===== src/rtl/bypass_select.sv =====
module bypass_select #(
  parameter int REG_W = 5
) (
  input  logic [REG_W-1:0] ex_src_a,
  input  logic [REG_W-1:0] ex_src_b,
  input  logic [REG_W-1:0] mem_dst,
  input  logic             mem_wr,
  input  logic [REG_W-1:0] mem_store_src,
  input  logic [REG_W-1:0] wb_dst,
  input  logic             wb_wr,
  output logic [1:0]       sel_a,
  output logic [1:0]       sel_b,
  output logic             sel_store
);

  localparam logic [1:0] SEL_FILE = 2'b00;
  localparam logic [1:0] SEL_WB   = 2'b01;
  localparam logic [1:0] SEL_MEM  = 2'b10;
  localparam int         NSRC     = 2;

  logic             mem_live, wb_live;
  logic [REG_W-1:0] src     [NSRC];
  logic [1:0]       sel_op  [NSRC];

  // a destination of register zero is never a bypass source
  assign mem_live = mem_wr && (mem_dst != '0);
  assign wb_live  = wb_wr  && (wb_dst  != '0);

  assign src[0] = ex_src_a;
  assign src[1] = ex_src_b;

  for (genvar i = 0; i < NSRC; i++) begin : g_op
    assign sel_op[i] = (mem_live && mem_dst == src[i]) ? SEL_MEM :
                       (wb_live  && wb_dst  == src[i]) ? SEL_WB  : SEL_FILE;

    always_comb begin
      assert_no_code11_R10: assert (sel_op[i] != 2'b11)
        else $error("operand select %0d holds reserved code", i);
      assert_zero_reg_R8: assert (src[i] != '0 || sel_op[i] == SEL_FILE)
        else $error("register zero bypassed on operand %0d", i);
      assert_newer_wins_R6: assert (!(mem_wr && wb_wr && mem_dst == wb_dst &&
                                      mem_dst == src[i] && src[i] != '0) ||
                                    sel_op[i] == SEL_MEM)
        else $error("older stage won on operand %0d", i);
      assert_flag_needed_R9: assert ((sel_op[i] != SEL_MEM || mem_wr) &&
                                     (sel_op[i] != SEL_WB  || wb_wr))
        else $error("bypass from a non-writing stage on operand %0d", i);
    end
  end

  assign sel_a     = sel_op[0];
  assign sel_b     = sel_op[1];
  assign sel_store = wb_live && (wb_dst == mem_store_src);

  always_comb begin
    assert_store_path_R7: assert (!sel_store ||
                                  (wb_wr && wb_dst == mem_store_src && mem_store_src != '0))
      else $error("store select set without a writeback match");
  end

endmodule


===== config.mk =====
export PLATFORM = sky130hd
export DESIGN_NAME = bypass_select
export DESIGN_NICKNAME = d
export VERILOG_FILES = /design/src/rtl/bypass_select.sv
export SDC_FILE = /design/constraint.sdc
export NUM_CORES = 1
export LEC_CHECK = 0
export ABC_AREA = 1
export BUFFER_PORTS_ARGS = -buffer_cell sky130_fd_sc_hd__buf_2
export CORE_AREA = 5 5 42 44
export DETAILED_ROUTE_END_ITERATION = 16
export DIE_AREA = 0 0 47 49
export GPL_TIMING_DRIVEN = 0
export PLACE_DENSITY = 0.76
export SYNTH_ARGS = -nofsm -noshare
export SYNTH_HDL_FRONTEND = slang
export SYNTH_SLANG_ARGS = --single-unit

===== constraint.sdc =====
create_clock -name vclk -period 1
set_clock_uncertainty 0.15 [all_clocks]
set_input_delay 0.2 -clock vclk [all_inputs]
set_output_delay 0.2 -clock vclk [all_outputs]
set_load 0.03 [all_outputs]

; ---- Word-level counts from Yosys, hierarchy flattened
; Cells that the tools add are included.
[word_totals]
regBits = 0
latch_bits = 0
ramBits = 0
romBits = 0
memories = 0
[classes]
addsub = 0
multipliers = 0
div = 0
magnitude_cmp = 0
eq_ne = 5
n_shift = 0
n_mux = 4
bitwise_logic = 0
reduce_logical = 9
[ops]
columns = op, count
row1 = 5-bit equality test, 5
row2 = 5-bit nonzero test, 2
row3 = 1-bit logical AND, 7
row4 = 2-bit 2-to-1 mux, 2
row5 = 1-bit 2-to-1 mux, 2

; ---- Logic depth before layout (Yosys ltp)
[logic_depth]
depth_word = 5
depth_mapped = 7
depth_no_buf = 7

; ---- Least setup slack after synthesis
; Ideal clock, no wire load.
[synth_timing]
path_type = input to output
from = input mem_dst[0]
to = output sel_a[0]
arrival_time_ns = 1.109
t_required_ns = 0.650
slack_ns = -0.459
cell_stages = 5
n_path_buf = 0
cell_sequence = nor2_1 -> nand3_1 -> o21ai_1 -> nor2_2 -> nor2_1
[synth_via]
elab_chain_cells = 4
[synth_lines]
columns = item, line_no
row1 = start: declaration, 6  ; input logic [REG_W-1:0] mem_dst,
row2 = 5-bit nonzero test, 26  ; assign mem_live = mem_wr && (mem_dst != '0);
row3 = 1-bit logical AND, 26
row4 = 1-bit logical AND (*), 33  ; assign sel_op[i] = (mem_live && mem_dst == src[i]) ? SEL_MEM :
row5 = 2-bit 2-to-1 mux (*), 33
row6 = end: declaration, 11  ; output logic [1:0] sel_a,
; Mark *: on every way between the ends. The rest lies on a longest branch, timed or not.

; ---- Worst setup path in the final report
; Ends and elaborated chain as after synthesis.

==> results.ini <==
[die]
die_x_um = 47
dieArea_um2 = 2300
num_rows = 14
core_region_area_um2 = 1400
io_pins = 32
start_util_pct = 31.0
die_y_um = 49

[worst_hold_path]
min_path_type = in2out
worstHoldPathCells = 4
min_from = mem_wr
hold_path_end = sel_a[1]

[route]
ant_nets = 0
top_layer = met3
dr_wl_met2_um = 949
drc = 0
route.vias.total = 640
wl_met3_um = 76
wl_per_cell_um = 11.3
first_iter_violations = 3
wl_met1_um = 516
drt_pre_antenna_iters = 5
drt_wl_total_um = 1540
drt-vias-per-instance = 4.71

[worst_setup_path]
worstSetupEndpointType = primary output
crit_type = in2out
critical_path_arrival_ns = 0.99
worst-path-buf-inv = 2
cp-start-kind = primary input
cp.required_ns = 0.65
crit_path_top_delay_cell = o21ai_4
crit_top_cell = nor2_4
cp_cell_sequence = buf_12 > nor2_4 > nand3_2 > o21ai_4 > nor2_4 > nor2_4 > buf_6
slowest_delay_ns = 0.20
cp_max_fo = 4
cpLargestDelayFamily = simple AND/OR/NAND/NOR gates

[synthesis]
synth_compound_area_share_pct = 1.15
yosysWarningCount = 0
synth_mux_area_share_pct = 0
yosys.area_share.simple_pct = 55.6
yosysSeqAreaShare_pct = 0
yosysTopAreaCell = nand2_1
synth.top_cells.by_count = nand2_1, inv_1, nor2_1, xnor2_1, nand3_1
yosys.cell_count.top_type = nand2_1
netlist_area_um2 = 434
yosys-top-cells-area = nand2_1, xnor2_1, inv_1
ys_types = 12
netlist.area_leader.share_pct = 28.5
syn-instance-count = 88
synth_nets = 115
synth_top_family_by_area = simple AND/OR/NAND/NOR gates
synth-xor-area-share_pct = 30.3
syn_avg_cell_area_um2 = 4.93
synthAdderAreaFrac_pct = 0

[power]
vdd_drop_max_v = 0.000259
leakage_nw = 0.514
powerDensity_nw_per_um2 = 420
power_w = 0.000443

[timing]
finalSetupViolations = 5
hold_viol_final = 0
grt_setup_unrepaired = yes
final_max_slew_viol_count = 0
max_freq_mhz = 744
setup_ws_ns = -0.344
tightestPinTransition_ns = 0.188
timing.final.crit_share_pct = 134
slew_headroom_pct = 87.4
fin_crit_ns = 1.34

[outcome]
status = complete, but fails checks
violations = setup timing

[finish]
fin_util_pct = 75.4
nClkBuffers = 0
area_delta_synth_final_pct = 143
final_nets = 149
instances_no_fill = 136
fill_cells = 95
layout-drive-gt1-share_pct = 68.3
regArea_um2 = 0
antenna_cells = 0
design.seq.count = 0

[grt]
grt_pass1_wl_um = 2270
antenna_found_initial = 0
grt_pass1_vias = 601
grt_max_degree = 6
track_usage_pct = 12.4
grt_overflow = 0

[clock_tree]
cts_hold_buf = 0
post_cts_buffers = 0

[placement]
place.gp.congestion = 0.721
post-place-ws_ns = -0.488
port_buffers = 32
dp_hpwl_um = 1150
dp_cells = 136

[job]
cap_violations = 0

-- worst min-delay path, cell delays in order --
cell	delay, ns
buf_2	0.11
o21ai_4	0.08
nor2_4	0.05
buf_6	0.13
-- logic make-up (layout without fill, tap and decap cells) --
logic type	Yosys count	after routing
AND/OR/NAND/NOR	57	57
XOR/XNOR	15	15
buffers and inverters	15	47
AO/OA/AOI/OAI	1	1
-- routing by layer --
metal,vias up,global-route usage [%]
met3,0,0.738
met4,0,0.922
li1,330,-
met2,18,24.9
met1,292,13.5
met5,-,0
-- area by class of cell --
cell class	count	area (um2)	share of cell area [%]
timing repair buffer	32	362	34.2
tap	16	20.0	1.90
inverter	15	76.3	7.23
multi-input combinational	73	598	56.6
-- per-stage QoR --
stage,setup TNS (ns),instance area [um2],hold WS (ns)
final,-1.50,1060,0.625
after CTS,-1.58,883,0.617
after detailed placement,-2.25,699,0.663
after global placement,-2.18,699,0.664
after global routing,-1.74,1060,0.633
after floorplan,-0.756,519,0.388
-- how the worst max path moves through the flow --
| stage | startpoint | end | slack, ns | cells past startpoint |
|---|---|---|---|---|
| after floorplan | mem_dst[0] | sel_a[0] | -0.24 | 5 |
| after global placement | mem_dst[0] | sel_a[0] | -0.48 | 7 |
| after detailed placement | mem_dst[0] | sel_a[0] | -0.49 | 7 |
| after CTS | mem_dst[1] | sel_b[0] | -0.36 | 9 |
| after global routing | ex_src_b[0] | sel_b[0] | -0.38 | 7 |
| final | mem_dst[0] | sel_a[0] | -0.34 | 7 |
-- power breakdown --
| part | leakage [nW] | total, W | switching [W] | internal (W) |
|---|---|---|---|---|
| Sequential | 0 | 0 | 0 | 0 |
| Combinational | 0.514 | 0.000443 | 0.000205 | 0.000238 |
| Clock | 0 | 0 | 0 | 0 |
-- cells in the final DEF, fill, tap and decap left out, drive strengths merged --
cell type and n:
xor2 4, xnor2 11, nor3 1, nand2 34, o21ai 1, nor2 15, inv 15, nand3 7
buf 32
-- timing repair --
action / CTS / global route
pin swaps: 19 / 22
gates resized for setup: 43 / 43
setup endpoints to repair: 5 / 5
No activity file was read; power rests on OpenSTA's default activity.
